### src/rtl/adc_spi_pkg.sv
package adc_spi_pkg;
  typedef enum logic [2:0] {
    ST_IDLE, ST_SETUP, ST_LOW, ST_HIGH, ST_TAIL, ST_QUIET
  } spiState_t;

  typedef struct packed {
    logic loadTx;
    logic shiftTx;
    logic sampleRx;
    logic latchRx;
  } spiStrobe_t;
endpackage

### src/rtl/adc_spi_ctrl.sv
module adc_spi_ctrl
  import adc_spi_pkg::*;
#(
  parameter int FRAME_BITS = 16,
  parameter int CNT_W      = 8
) (
  input  logic             clk,
  input  logic             rstN,
  input  logic             start,
  input  logic [CNT_W-1:0] highCnt,
  input  logic [CNT_W-1:0] lowCnt,
  input  logic [CNT_W-1:0] csSetupCnt,
  input  logic [CNT_W-1:0] csQuietCnt,
  output spiStrobe_t       strb,
  output logic             csN,
  output logic             sclk,
  output logic             busy,
  output logic             done
);
  localparam int BIT_W = $clog2(FRAME_BITS);
  localparam logic [BIT_W-1:0] LAST_BIT = BIT_W'(FRAME_BITS - 1);
  localparam logic [CNT_W-1:0] ONE = CNT_W'(1);

  spiState_t        state;
  logic [CNT_W-1:0] cnt;
  logic [BIT_W-1:0] bitCnt;
  logic [CNT_W-1:0] hiCfg, loCfg, quCfg;
  logic             csNQ, sclkQ, doneQ;
  logic             lastCycle, lastBit;

  function automatic logic [CNT_W-1:0] atLeastOne(input logic [CNT_W-1:0] v);
    return (v == '0) ? ONE : v;
  endfunction

  assign lastCycle = (cnt == ONE);
  assign lastBit   = (bitCnt == LAST_BIT);

  always_comb begin
    strb.loadTx   = (state == ST_IDLE) && start;
    strb.shiftTx  = (state == ST_HIGH) && lastCycle && !lastBit;
    strb.sampleRx = (state == ST_LOW) && lastCycle;
    strb.latchRx  = (state == ST_QUIET) && lastCycle;
  end

  always_ff @(posedge clk) begin
    if (!rstN) begin
      state  <= ST_IDLE;
      cnt    <= '0;
      bitCnt <= '0;
      hiCfg  <= ONE;
      loCfg  <= ONE;
      quCfg  <= ONE;
      csNQ   <= 1'b1;
      sclkQ  <= 1'b0;
      doneQ  <= 1'b0;
    end else begin
      doneQ <= 1'b0;
      unique case (state)
        ST_IDLE: begin
          if (start) begin
            hiCfg <= atLeastOne(highCnt);
            loCfg <= atLeastOne(lowCnt);
            quCfg <= atLeastOne(csQuietCnt);
            cnt   <= atLeastOne(csSetupCnt);
            csNQ  <= 1'b0;
            state <= ST_SETUP;
          end
        end
        ST_SETUP: begin
          if (lastCycle) begin
            cnt   <= loCfg;
            state <= ST_LOW;
          end else begin
            cnt <= cnt - ONE;
          end
        end
        ST_LOW: begin
          if (lastCycle) begin
            cnt   <= hiCfg;
            sclkQ <= 1'b1;
            state <= ST_HIGH;
          end else begin
            cnt <= cnt - ONE;
          end
        end
        ST_HIGH: begin
          if (lastCycle) begin
            sclkQ <= 1'b0;
            if (lastBit) begin
              bitCnt <= '0;
              state  <= ST_TAIL;
            end else begin
              bitCnt <= bitCnt + 1'b1;
              cnt    <= loCfg;
              state  <= ST_LOW;
            end
          end else begin
            cnt <= cnt - ONE;
          end
        end
        ST_TAIL: begin
          csNQ  <= 1'b1;
          cnt   <= quCfg;
          state <= ST_QUIET;
        end
        ST_QUIET: begin
          if (lastCycle) begin
            doneQ <= 1'b1;
            state <= ST_IDLE;
          end else begin
            cnt <= cnt - ONE;
          end
        end
        default: state <= ST_IDLE;
      endcase
    end
  end

  assign csN  = csNQ;
  assign sclk = sclkQ;
  assign busy = (state != ST_IDLE);
  assign done = doneQ;

  // idle state keeps the serial lines parked
  a_r1_idle_lines: assert property (@(posedge clk) disable iff (!rstN)
    (state == ST_IDLE) |-> (csNQ && !sclkQ));

  // capture only while the clock is low inside a frame
  a_r3_sample_in_low: assert property (@(posedge clk) disable iff (!rstN)
    strb.sampleRx |-> (!sclkQ && !csNQ));

  // setup window has chip select asserted and no clock
  a_r5_setup_quiet_clock: assert property (@(posedge clk) disable iff (!rstN)
    (state == ST_SETUP) |-> (!csNQ && !sclkQ));

  // chip select never rises straight out of a high phase
  a_r6_cs_after_low: assert property (@(posedge clk) disable iff (!rstN)
    sclkQ |=> !csNQ);

  // done is a single-cycle pulse
  a_r7_done_single: assert property (@(posedge clk) disable iff (!rstN)
    doneQ |=> !doneQ);

  // phase counters never run at zero while timing a phase
  a_r4_cnt_nonzero: assert property (@(posedge clk) disable iff (!rstN)
    (state inside {ST_SETUP, ST_LOW, ST_HIGH, ST_QUIET}) |-> (cnt != '0));
endmodule

### src/rtl/adc_spi_datapath.sv
module adc_spi_datapath
  import adc_spi_pkg::*;
#(
  parameter int FRAME_BITS = 16
) (
  input  logic                  clk,
  input  logic                  rstN,
  input  spiStrobe_t            strb,
  input  logic [FRAME_BITS-1:0] txWord,
  input  logic                  sdo,
  output logic                  sdi,
  output logic [FRAME_BITS-1:0] rxWord
);
  logic [FRAME_BITS-1:0] txShift, rxShift, rxHold;

  always_ff @(posedge clk) begin
    if (!rstN) begin
      txShift <= '0;
      rxShift <= '0;
      rxHold  <= '0;
    end else begin
      if (strb.loadTx)
        txShift <= txWord;
      else if (strb.shiftTx)
        txShift <= {txShift[FRAME_BITS-2:0], 1'b0};
      if (strb.sampleRx)
        rxShift <= {rxShift[FRAME_BITS-2:0], sdo};
      if (strb.latchRx)
        rxHold <= rxShift;
    end
  end

  assign sdi    = txShift[FRAME_BITS-1];
  assign rxWord = rxHold;

  // first bit on the line is the top bit of the accepted word
  a_r2_first_bit: assert property (@(posedge clk) disable iff (!rstN)
    strb.loadTx |=> (sdi == $past(txWord[FRAME_BITS-1])));

  // received word moves only on the latch strobe
  a_r3_rx_hold: assert property (@(posedge clk) disable iff (!rstN)
    !strb.latchRx |=> $stable(rxWord));
endmodule

### src/rtl/adc_spi_master.sv
module adc_spi_master
  import adc_spi_pkg::*;
#(
  parameter int FRAME_BITS = 16,
  parameter int CNT_W      = 8
) (
  input  logic                  clk,
  input  logic                  rstN,
  input  logic                  start,
  input  logic [FRAME_BITS-1:0] txWord,
  input  logic [CNT_W-1:0]      highCnt,
  input  logic [CNT_W-1:0]      lowCnt,
  input  logic [CNT_W-1:0]      csSetupCnt,
  input  logic [CNT_W-1:0]      csQuietCnt,
  output logic                  busy,
  output logic                  done,
  output logic [FRAME_BITS-1:0] rxWord,
  output logic                  csN,
  output logic                  sclk,
  output logic                  sdi,
  input  logic                  sdo
);
  spiStrobe_t strb;

  adc_spi_ctrl #(.FRAME_BITS(FRAME_BITS), .CNT_W(CNT_W)) u_ctrl (
    .clk(clk), .rstN(rstN), .start(start),
    .highCnt(highCnt), .lowCnt(lowCnt),
    .csSetupCnt(csSetupCnt), .csQuietCnt(csQuietCnt),
    .strb(strb), .csN(csN), .sclk(sclk), .busy(busy), .done(done)
  );

  adc_spi_datapath #(.FRAME_BITS(FRAME_BITS)) u_data (
    .clk(clk), .rstN(rstN), .strb(strb), .txWord(txWord),
    .sdo(sdo), .sdi(sdi), .rxWord(rxWord)
  );

  // data line is steady across every rising clock edge
  a_r2_sdi_stable_rise: assert property (@(posedge clk) disable iff (!rstN)
    $rose(sclk) |-> $stable(sdi));
endmodule

### config.mk
export PLATFORM = sky130hd
export DESIGN_NAME = adc_spi_master
export DESIGN_NICKNAME = d
export VERILOG_FILES = /design/src/rtl/adc_spi_pkg.sv /design/src/rtl/adc_spi_ctrl.sv /design/src/rtl/adc_spi_datapath.sv /design/src/rtl/adc_spi_master.sv
export SDC_FILE = /design/constraint.sdc
export NUM_CORES = 1
export LEC_CHECK = 0
export BUFFER_PORTS_ARGS = -buffer_cell sky130_fd_sc_hd__buf_4
export CELL_PAD_IN_SITES_DETAIL_PLACEMENT = 1
export CELL_PAD_IN_SITES_GLOBAL_PLACEMENT = 2
export CORE_MARGIN = 2
export CORE_UTILIZATION = 32
export CTS_CLUSTER_DIAMETER = 100
export CTS_CLUSTER_SIZE = 28
export DETAILED_ROUTE_END_ITERATION = 7
export PLACE_DENSITY = 0.87
export SETUP_SLACK_MARGIN = 0.2
export SYNTH_ARGS = -nofsm -noshare
export SYNTH_HDL_FRONTEND = slang
export SYNTH_SLANG_ARGS = --single-unit
### constraint.sdc
create_clock -name clk -period 2.7 [get_ports clk]
set_clock_uncertainty 0.05 [all_clocks]
set_input_delay 0.135 -clock clk [delete_from_list [all_inputs] [get_ports clk]]
set_output_delay 0.135 -clock clk [all_outputs]
set_load 0.05 [all_outputs]
Yosys cells after proc, flatten, opt, wreduce, memory -nomap -nowiden
Index checks and enable logic that the tools add are counted.
Operators by class
  add/subtract/negate cells: 2
  mux-type cells: 27
  reduce and logical (&&, ||, !) cells: 23
  equality and inequality tests: 14
Operator list (count)
  8-bit two-way mux: 10
  8-bit case mux with 6 select lines: 1
  8-bit logical NOT: 4
  16-bit two-way mux: 2
  3-bit two-way mux: 6
  3-bit case mux with 6 select lines: 1
  8-bit by 1-bit equality test with 1-bit output (second input constant): 1
  2-bit by 1-bit inequality test with 1-bit output (second input constant): 4
  2-bit AND reduction: 4
  8-bit by 1-bit subtractor with 8-bit output (second input constant): 1
  3-bit by 2-bit equality test with 1-bit output (second input constant): 2
  3-bit equality test (second input constant): 2
  2-bit nonzero test: 3
  6-bit nonzero test: 1
  1-bit logical AND: 5
  5-bit AND reduction: 1
  4-bit by 1-bit adder with 4-bit output (second input constant): 1
  4-bit equality test (second input constant): 1
  1-bit two-way mux: 4
  4-bit two-way mux: 1
  2-bit inequality test (second input constant): 2
  1-bit case mux with 2 select lines: 2
  4-bit AND reduction: 1
  3-bit by 1-bit equality test with 1-bit output (second input constant): 1
  other kinds (5): 5
Word-level totals
  flip-flop bits (word level): 90
  word-level logic and storage cells: 78
  bits of input ports: 52

Longest topological paths before layout
Gate-level depths: netlist of run 1.
  depth in word-level cells: 5
  mapped depth: 8
  depth with buffers taken out: 7

By module
From an unflattened synthesis of run 1, not the netlist that was laid out.
Second synthesis, totals
  cell total of the unflattened synthesis: 468
  area, all modules: 4403.0 sq um
Modules (own cells, without submodules)
  adc_spi_ctrl: cells an instance 294, area an instance 2354.8 sq um, sequential area each 840.8 sq um, instances 1
  adc_spi_datapath: cells an instance 174, area an instance 2048.2 sq um, sequential area each 960.9 sq um, instances 1

Least setup slack after synthesis of run 1
Ideal clock, no wire load.
  path kind: register to register
  start point: register u_ctrl.cnt[1]
  end point: register u_data.rxShift[10]
  path slack: 0.758 ns
  arrival time: 1.759 ns
  path buffers: 1
  data required time: 2.518 ns
  stages on the path, launching flop included: 9
  setup time: 0.132 ns
  path through: dfxtp_1 inv_1 ha_1 or3b_1 nor3_2 nand3_1 clkbuf_1 nand2_1 a21oi_1
Between the ends
  cells in the longest elaborated chain, start to end: 2
Ends and longest elaborated chain
  from (decl): line adc_spi_ctrl.sv:25  | logic [CNT_W-1:0] cnt;
  from (signal assigned): line adc_spi_ctrl.sv:64  | cnt <= atLeastOne(csSetupCnt);
  from (signal assigned): line adc_spi_ctrl.sv:71  | cnt <= loCfg;
  from (signal assigned): line adc_spi_ctrl.sv:74  | cnt <= cnt - ONE;
  8-bit by 1-bit equality test with 1-bit output: line adc_spi_ctrl.sv:35  | assign lastCycle = (cnt == ONE);
  1-bit logical AND: line adc_spi_ctrl.sv:41  | strb.sampleRx = (state == ST_LOW) && lastCycle;
  to (signal assigned): line adc_spi_datapath.sv:27  | rxShift <= {rxShift[FRAME_BITS-2:0], sdo};
  to (decl): line adc_spi_datapath.sv:14  | logic [FRAME_BITS-1:0] txShift, rxShift, rxHold;
Every way passes these cells.
A chain may end at the register's enable or synchronous reset.

Worst setup path after layout of run 1
  start point: register u_ctrl.state[0]
  end point: register u_ctrl.cnt[3]
Between the ends
  cells in the longest elaborated chain, start to end: 3
Ends and longest elaborated chain
  from (decl): line adc_spi_ctrl.sv:24  | spiState_t state;
  from (signal assigned): line adc_spi_ctrl.sv:47  | state <= ST_IDLE;
  from (signal assigned): line adc_spi_ctrl.sv:66  | state <= ST_SETUP;
  from (signal assigned): line adc_spi_ctrl.sv:72  | state <= ST_LOW;
  3-bit by 2-bit equality test with 1-bit output, or another cell as far along: line adc_spi_ctrl.sv:58  | unique case (state)
  3-bit inequality test (no line), or another cell as far along
  4-bit AND reduction (no line)
Parallel ways exist; a longest one is shown, timed or not.

==> results of run 1 <==
## path summary, 6_finish.rpt
check,startpoint,to,depth (start not counted)
worst max-delay path,u_ctrl.state[0]$_SDFFE_PN0P_,u_ctrl.cnt[3]$_SDFFE_PN0P_,5
worst min-delay path,lowCnt[3],u_ctrl.loCfg[3]$_SDFFE_PN0P_,3
worst max register to register,u_ctrl.state[0]$_SDFFE_PN0P_,u_ctrl.cnt[3]$_SDFFE_PN0P_,5
worst min register to register,u_ctrl.hiCfg[3]$_SDFFE_PN0P_,u_ctrl.hiCfg[3]$_SDFFE_PN0P_,2
## cell families (layout without fill, tap and decap cells)
kind of cell	Yosys count	in the layout	synth area share, %
AOI/OAI and AO/OA	112	112	18.5
xor gates and xnor gates	4	4	0.860
adders and majority gates	3	3	0.921
buffers and inverters	46	127	5.13
DFF	90	90	44.2
muxes	17	17	4.18
and+or+nand+nor	232	232	26.2
## cells in the mapped netlist (all sizes together) (2+ instances only)
cell type  count
dfxtp         90
o21ai         19
a211oi         2
nand4          6
o31ai          3
o21a           4
buf           13
mux2i         17
a32o           4
a21oi         46
o41ai          3
or4            6
and3           2
xnor2          2
nor2          48
nand2b         3
a22oi          2
xor2           2
nand3         15
nor4b          3
a221oi         2
a311oi        16
inv            8
o211ai         3
nor2b          3
ha             3
nand2        124
nor3           8
clkbuf        24
a22o           2
nor4           8
## final cells by class
type                            instances  area (sq um)
Clock buffer                           12           236
Clock inverter                          4          51.3
Fill cell                            1554          7290
Inverter                                9          33.8
Multi-Input combinational cell        368          2080
Sequential cell                        90          1800
Tap cell                              172           215
Timing Repair Buffer                  102           803
## critical path, delay by kind of cell, from the launching register on
family	cells	cell delay (ns)
DFF	1	0.60
AOI/OAI and AO/OA	3	0.93
and+or+nand+nor	2	0.65
## state kept, by name (all words and copies together) (netlist names)
signal,count
u_data.rxShift,16
u_data.rxWord,16
u_data.txShift,16
u_ctrl.cnt,8
u_ctrl.hiCfg,8
u_ctrl.loCfg,8
u_ctrl.quCfg,8
u_ctrl.bitCnt,4
u_ctrl.state,3
u_ctrl.csN,1
u_ctrl.done,1
u_ctrl.sclk,1
## layer usage
layer	vias to the layer above	GRT usage, %	wire, um
met4	0	5.41	161
met3	12	4.33	504
met5	-	0	0
met2	51	27.8	5510
met1	1814	23.4	5610
li1	1914	-	-
## timing repair
item,in CTS,in global routing
endpoints found under the hold margin,10,0
resized for setup,0,2
setup buffers,0,5
hold buffers,10,0
setup endpoints to repair,0,23
## placed cells by master, fill, tap and decap left out, drive strengths merged, types with 4 or more instances in the layout
master / synthesis / final
a21oi: 46 / 46
a311oi: 16 / 16
a32o: 4 / 4
buf: 13 / 92
clkbuf: 24 / 12
dfxtp: 90 / 90
dlygate4sd3: 0 / 10
inv: 8 / 9
mux2i: 17 / 17
nand2: 124 / 124
nand3: 15 / 15
nand4: 6 / 6
nor2: 48 / 48
nor3: 8 / 8
nor4: 8 / 8
o21a: 4 / 4
o21ai: 19 / 19
or4: 6 / 6
## per-stage QoR
step	total power, W	hold WS (ns)	util [%]	cells	area, sq um
2_1_floorplan	0.00180	0.221	-	504	4080
3_3_place_gp	0.00195	0.343	38.2	726	4780
3_5_place_dp	0.00196	0.346	38.2	726	4780
4_1_cts	0.00324	0.00259	41.3	752	5170
5_1_grt	0.00336	0.0171	41.7	757	5220
6_report	0.00321	0.0115	41.7	757	5220
## where the power goes
| part | total (W) | internal (W) | switching, W |
|---|---|---|---|
| clock network | 0.00125 | 0.000721 | 0.000529 |
| logic | 0.000499 | 0.000213 | 0.000286 |
| registers | 0.00146 | 0.00139 | 0.0000650 |
==> run summary, run 1 <==
Critical path class: flip-flop to flip-flop
Crit end category: flip-flop
Pwr/cell area: 614 mW/mm^2
Gate Count Post-Synth: 504
# rows: 41
Layout cell share with drive strength beyond 1: 20.3%
Max stage delay cell, worst path: dfxtp_1
Worst IR drop on VDD: 371 uV
Final ANT Viol Nets: 0
Final wirelength: 11,800 um
Via Count: 3,791
Max Root-Sink Buffers: 2
IO Port Bufs: 72
Global-route wire length before repair: 18,900 um
Synth Warn #: 0
Synth area leaders: dfxtp_1 44%, nand2_1 11%, a21oi_1 5.6%
Num CTS Buffers: 9
Synthesized area: 0.00408 sq mm
Period minus WS final: 2.35 ns
Initial antenna violation count: 0
Final Hold Vio Count: 0
Die Ht: 117 um
Setup repair after global routing missed its margin: yes
Final GP Congestion: 0.858
Slew headroom: 55.0%
Outcome: finished, final reports clean
Clock Latency Late Sink: 0.34 ns
Synth Register Bits: 90
FF-to-FF setup slack: 0.35 ns
CP Launch Type: flip-flop
Initial core utilization: 32.6%
Synth area leader: dfxtp_1
Final Setup Violations: 0
Fin Setup TNS: 0 ns
Initial drt markers: 132
Unique masters post-synth: 57
Crit-path max FO: 14
Core outline area: 0.0125 sq mm
Slew Limit Fails: 0
Setup ws final: 0.352 ns
Clock sink count: 90
EDFF count, synth: 0
Pin count of the biggest net entering global routing: 56
WL/cell: 15.6 um
# Max-Cap Violations: 0
Hold Path Class: input port to flip-flop
Htree depth: 3
CTS tree: yes
ANT cells: 0
All-Layer GR Usage: 17.5%
Crit path largest cell delay: 0.60 ns
Synth top area share: 44.2%
Initial DRT Pass Iterations: 4
Syn nets: 559
Vias in the first global route: 3,742
Die ar.: 0.0137 sq mm
Via density: 5.01
Reg clk slew, reported paths: 0.07 ns
CP Cell Sequence: nor4b_2 -> a21oi_1 -> o221ai_4 -> nor2_1 -> a32o_1
Post-synth ARST share: 0%
Chip width: 117 um
DRC: 0
Sequential area share after synthesis: 44.2%
Area delta synth->final: 28.2%
Average cell area after synthesis: 8.09 sq um
Slew @ Worst Pin: 0.674 ns
Leakage: 2.10 nW
Req. time, crit path: 2.88 ns
Nets: 635
Final period util: 87.0%
Synth Flop Type: dfxtp_1
I/O pins: 73
DP HPWL: 8320 um
Fmax: 426 MHz
Worst EP arrival: 2.53 ns
Gr ovfl total: 0
Post-Place Setup Slack: 0.266 ns
Root Buffer: clkbuf_16
No activity file was read; power rests on OpenSTA's default activity.
==> run 2: changes to the inputs <==
- CORE_UTILIZATION: 32 -> 29
- PLACE_DENSITY: 0.87 -> 0.84
- clock period: 2.7 -> 2.1 ns (I/O delays scaled with it)
==> run 2 against run 1 <==
- die area grew 10%
- critical path depth grew 2
- hold slack improved by 0.0077 ns
- clock-buffer cell count shrank 1
- final cell count is 7.3% higher
- sequential power increased by 29%
- flip-flop and latch count unchanged
==> run summary, run 2 (same netlist as run 1, synthesis figures left out) <==
Outcome: finished, final reports clean
# rows: 43
Post-Place Setup Slack: -0.122 ns
Via Count: 4,084
Clock Latency Late Sink: 0.34 ns
Hold Path Class: input port to flip-flop
CP Launch Type: flip-flop
Setup repair after global routing missed its margin: yes
Global-route wire length before repair: 21,400 um
Crit Reg-Reg Endpoint: u_data.txShift[14]$_SDFFE_PN0P_
All-Layer GR Usage: 18.2%
Commonest non-fill, non-tap cells in the layout: 123 x nand2_1, 99 x buf_4, 85 x dfxtp_1
Gr ovfl total: 0
Met3 WL: 458 um
Worst EP arrival: 2.08 ns
Crit end category: flip-flop
Final GP Congestion: 0.889
DP HPWL: 8600 um
Worst IR drop on VDD: 400 uV
Htree depth: 3
Die Ht: 123 um
Initial antenna violation count: 0
Crit path largest cell delay: 0.39 ns
Setup ws final: 0.159 ns
Post-placement cell count: 749
Worst r2r src: u_ctrl.cnt[6]$_SDFFE_PN0P_
Post-Layout Cell Count: 812
Slew @ Worst Pin: 0.682 ns
Core outline area: 0.0138 sq mm
Worst Path Buf+Inv: 3
CTS tree: yes
Top Layer Used: met4
I/O pins: 73
Clock sink count: 90
Crit path capture: u_data.txShift[14]$_SDFFE_PN0P_
Die ar.: 0.0150 sq mm
WL met1: 6450 um
Metal2 WL: 6360 um
Slew headroom: 54.5%
CP Cell Sequence: nor4_2 -> buf_4 -> nand4_4 -> o21ai_4 -> buf_4 -> buf_16 -> a311oi_1
FF+latch area: 0.00181 sq mm
Stages on the worst setup path: 7
FF-to-FF setup slack: 0.16 ns
Max Root-Sink Buffers: 2
Area after DPL: 0.00496 sq mm
Final wirelength: 13,500 um
Pwr/cell area: 714 mW/mm^2
Fmax: 515 MHz
# Max-Cap Violations: 0
Max stage delay cell, worst path: dfxtp_1
Final period util: 92.4%
Nets: 683
Req. time, crit path: 2.24 ns
Top cell by count, worst path: buf_4
Fillers: 1,601
CP Launch Point: u_ctrl.cnt[6]$_SDFFE_PN0P_
Initial DRT Pass Iterations: 4
Commonest non-fill, non-tap cell in the layout: nand2_1
WL/cell: 16.6 um
Top delay family on crit path: buffers and inverters
Layout cell share with drive strength beyond 1: 26.7%
IO Port Bufs: 72
Final ANT Viol Nets: 0
Vias in the first global route: 4,253
Crit-path max FO: 15
Reg clk slew, reported paths: 0.07 ns
Initial drt markers: 179
Num CTS Buffers: 9
Final Hold Vio Count: 0
Area of the multi-input gates: 0.00225 sq mm
Via density: 5.03
DRC: 0
R2R depth: 7
Slew Limit Fails: 0
Chip width: 123 um
Root Buffer: clkbuf_16
Pin count of the biggest net entering global routing: 56
Power after layout: 0.00423 W
Initial core utilization: 29.5%
Leakage: 2.39 nW
Critical path class: flip-flop to flip-flop
Fin area: 0.00592 sq mm
Period minus WS final: 1.94 ns
Area delta synth->final: 45.4%
ANT cells: 0
Final Setup Violations: 0
## run 2: area by class of cell
cell class	count	share of cell area, %
inverter	9	0.570
sequential	90	30.6
multi-input combinational	368	38.0
timing repair buffer	150	22.7
tap	180	3.80
clock inverter	4	0.486
clock buffer	11	3.93
## run 2: report_power, final
| group | total, W | switching [W] | internal [W] |
|---|---|---|---|
| logic | 0.000875 | 0.000467 | 0.000407 |
| registers | 0.00188 | 0.0000818 | 0.00179 |
| clock network | 0.00148 | 0.000681 | 0.000799 |
| total | 0.00423 | 0.00123 | 0.00300 |
## run 2: how the worst min path moves through the flow
stage	end	slack [ns]	cells after the start	start
after global routing	u_ctrl.hiCfg[5]$_SDFFE_PN0P_	0.02	3	highCnt[5]
after global placement	u_data.rxShift[0]$_SDFFE_PN0P_	0.32	3	sdo
after floorplan	u_ctrl.quCfg[1]$_SDFFE_PN0P_	0.19	2	csQuietCnt[1]
final	u_ctrl.loCfg[0]$_SDFFE_PN1P_	0.02	2	rstN
after CTS	u_ctrl.loCfg[0]$_SDFFE_PN1P_	0.003	2	rstN
after detailed placement	u_ctrl.hiCfg[0]$_SDFFE_PN1P_	0.32	3	highCnt[0]
## run 2: metrics by stage
step                setup TNS [ns]  hold WS (ns)  util, %
global route                     0        0.0158     42.8
finish                           0        0.0193     42.8
floorplan                        0         0.191        -
global placement                 0         0.315     35.9
CTS                              0       0.00281     41.9
detailed placement          -0.365         0.319     35.9
## run 2: metal layers
layer	GRT usage [%]	vias to the layer above
li1	-	2019
met1	23.2	1977
met2	29.6	65
met3	5.02	23
met4	6.47	0
met5	0	-
## run 2: repair_timing
item | 4_1_cts | 5_1_grt
endpoints found under the setup margin | 40 | 43
gates resized for setup | 23 | 24
hold buffers | 39 | 0
gates cloned | 1 | 1
hold endpoints to repair | 39 | 0
pin swaps | 4 | 15
setup buffers | 4 | 3
==> run 3: changes to the inputs <==
- ABC_AREA: not set -> 1
- CORE_UTILIZATION: 29 -> 27
- PLACE_DENSITY: 0.84 -> 0.83
==> run 3 against run 2 <==
- synthesized cell count rose by 23%
- fmax rose by 10%
- routed wire length fell by 9.5%
- final area fell by 9.8%
- critical path depth rose by 2
- critical endpoint is now u_data.txShift[1]$_SDFFE_PN0P_
- area after synthesis rose by 2.6%
- worst setup slack improved by 0.18 ns
- clock-buffer cell count fell by 1
- die area rose by 9.9%
- final cell count rose by 9.6%
- via count rose by 1.1%
- combinational power rose to 2.5 times the previous value
==> run summary, run 3 <==
Outcome: finished, final reports clean
Power Internal: 0.00361 W
Proportion of power drawn by combinational gates: 37.0%
ANT cells: 0
Root Buffer: clkbuf_16
Final Hold Vio Count: 0
CTS tree: yes
Commonest non-fill, non-tap cell in the layout: nand2_1
IO Port Bufs: 72
Synth area leaders: dfxtp_1 43%, nand2_1 18%, a21oi_1 9.0%
WL/cell: 13.7 um
Hold Path Class: input port to flip-flop
Final ANT Viol Nets: 0
Count leader, synth: nand2_1
Fillers: 1,905
Commonest non-fill, non-tap cells in the layout: 203 x nand2_1, 88 x nor2_1, 88 x dfxtp_1
Reg clk slew, reported paths: 0.07 ns
DRC: 0
Initial drt markers: 145
Core outline area: 0.0151 sq mm
Post-synth ARST share: 0%
Synth Warn #: 0
Sequential area share after synthesis: 43.1%
Gate Count Post-Synth: 619
Synth Flop Type: dfxtp_1
Syn nets: 674
Synth Register Bits: 90
Leakage: 2.27 nW
Period minus WS final: 1.76 ns
Clock sink count: 90
Setup repair after global routing missed its margin: yes
Pin count of the biggest net entering global routing: 53
Final wirelength: 12,200 um
All-Layer GR Usage: 15.6%
Global-route wire length before repair: 20,400 um
Via Count: 4,130
Htree depth: 3
HP Start: csQuietCnt[6]
Crit Reg-Reg Endpoint: u_data.txShift[1]$_SDFFE_PN0P_
EDFF count, synth: 0
Worst r2r src: u_ctrl.cnt[1]$_SDFFE_PN0P_
DP HPWL: 8890 um
Average cell area after synthesis: 6.76 sq um
Pwr/cell area: 1120 mW/mm^2
Final GP Congestion: 0.793
Final Setup Violations: 0
Synth top area share: 43.1%
Initial DRT Pass Iterations: 5
Fmax: 569 MHz
Gr ovfl total: 0
Nets: 752
Clock Latency Late Sink: 0.35 ns
Max Root-Sink Buffers: 2
Crit-path max FO: 10
Unique masters post-synth: 30
# rows: 45
Slew Limit Fails: 0
Via density: 4.64
Slew headroom: 61.4%
P_sw: 0.00239 W
Req. time, crit path: 2.33 ns
Crit end category: flip-flop
# Max-Cap Violations: 0
Sequential share of power: 36.8%
Area delta synth->final: 27.8%
I/O pins: 73
R2R depth: 9
Vias in the first global route: 4,355
Initial antenna violation count: 0
Final period util: 83.7%
Critical path class: flip-flop to flip-flop
Worst IR drop on VDD: 396 uV
Fin Setup TNS: 0 ns
Slew @ Worst Pin: 0.578 ns
Layout cell share with drive strength beyond 1: 17.4%
Synthesized area: 0.00418 sq mm
Commonest cells in the netlist: 203 x nand2_1, 90 x dfxtp_1, 90 x nor2_1, 75 x a21oi_1, 38 x o21ai_0
Die Ht: 128 um
Net Sw Frac: 39.8%
Num CTS Buffers: 9
CP Launch Type: flip-flop
Chip width: 128 um
Initial core utilization: 27.6%
Worst-case hold path end point: u_ctrl.quCfg[6]$_SDFFE_PN0P_
FF-to-FF setup slack: 0.34 ns
Clk network pwr share: 26.2%
Area after DPL: 0.00487 sq mm
Worst EP arrival: 1.98 ns
Synth area leader: dfxtp_1
Hold Path Cell Cnt: 3
Fin area: 0.00534 sq mm
Die ar.: 0.0165 sq mm
## run 3: cell count changes in the layout (fill, tap and decap cells not counted), moves of 22 or more
| cell | change |
|---|---|
| a21oi_1 | +30 |
| buf_4 | -22 |
| dlygate4sd3_1 | -24 |
| inv_1 | +27 |
| nand2_1 | +80 |
| nor2_1 | +45 |
## run 3: cells by family (layout without fill, tap and decap cells)
group                    after synthesis  count (layout)  share of synthesized area (%)
AND/OR/NAND/NOR                      338             338                           33.4
AO/OA/AOI/OAI                        117             117                           14.5
flip-flops                            90              90                           43.1
buffers and inverters                 69             152                           7.75
adder cells (fa/ha/maj)                3               3                          0.898
XOR/XNOR                               2               2                          0.419
## run 3: layout make-up
class	count	area, sq um	area share [%]
well taps	188	235	4.40
inverters	41	159	2.97
repair buffers	95	779	14.6
clock buffers	10	239	4.47
multi-input cells	460	2080	38.9
clock inverters	6	50.0	0.937
flip-flops and latches	90	1800	33.8
## run 3: worst max path at each step
stage                            startpoint                         endpoint  slack, ns
4_1_cts        u_ctrl.state[1]$_SDFFE_PN0P_       u_ctrl.cnt[0]$_SDFFE_PN0P_       0.25
5_1_grt          u_ctrl.cnt[1]$_SDFFE_PN0P_  u_data.rxShift[15]$_SDFFE_PN0P_       0.18
3_3_place_gp     u_ctrl.cnt[1]$_SDFFE_PN0P_   u_data.rxWord[14]$_SDFFE_PN0P_       0.27
6_report         u_ctrl.cnt[1]$_SDFFE_PN0P_   u_data.txShift[1]$_SDFFE_PN0P_       0.34
3_5_place_dp     u_ctrl.cnt[1]$_SDFFE_PN0P_   u_data.rxWord[14]$_SDFFE_PN0P_       0.21
2_1_floorplan    u_ctrl.cnt[1]$_SDFFE_PN0P_    u_ctrl.bitCnt[2]$_SDFFE_PN0P_       0.54
## run 3: what timing repair did
item	4_1_cts	5_1_grt
hold buffers	15	0
resized for setup	1	11
endpoints found under the setup margin	1	41
pin swaps	0	2
buffers inserted	0	1
endpoints found under the hold margin	15	0
## run 3: worst max-delay path, cell delays in order (launching register included)
cell,delay [ns]
dfxtp_1,0.34
inv_1,0.09
ha_1,0.16
nand2_1,0.09
nor2_4,0.17
nand2_4,0.10
o21ai_4,0.28
buf_6,0.19
nand2_1,0.06
a21oi_1,0.16
## run 3: routing by layer
layer  up-vias  GRT usage, %  wire length, um
met5         -             0                0
met4         0          5.88              190
met3        11          3.12              373
met2        58          26.8             5920
met1      1933          19.3             5750
li1       2128             -                -
## run 3: per-stage QoR
step	utilization [%]	instances	power [W]	hold slack (ns)	worst slack, ns
finish	35.3	890	0.00599	0.00895	0.342
global route	35.3	890	0.00649	0.0263	0.176
CTS	35.0	889	0.00604	0.00267	0.249
detailed placement	32.1	858	0.00441	0.333	0.211
global placement	32.1	858	0.00436	0.323	0.275
floorplan	-	619	0.00383	0.198	0.535
## run 3: power by group through the flow
| stage | Combinational (W) | Sequential (W) | Clock (W) |
|---|---|---|---|
| CTS | 0.00221 | 0.00220 | 0.00162 |
| finish | 0.00222 | 0.00220 | 0.00157 |
| detailed placement | 0.00217 | 0.00224 | 0 |
| global route | 0.00255 | 0.00224 | 0.00171 |
| global placement | 0.00214 | 0.00222 | 0 |
| floorplan | 0.00164 | 0.00219 | 0 |
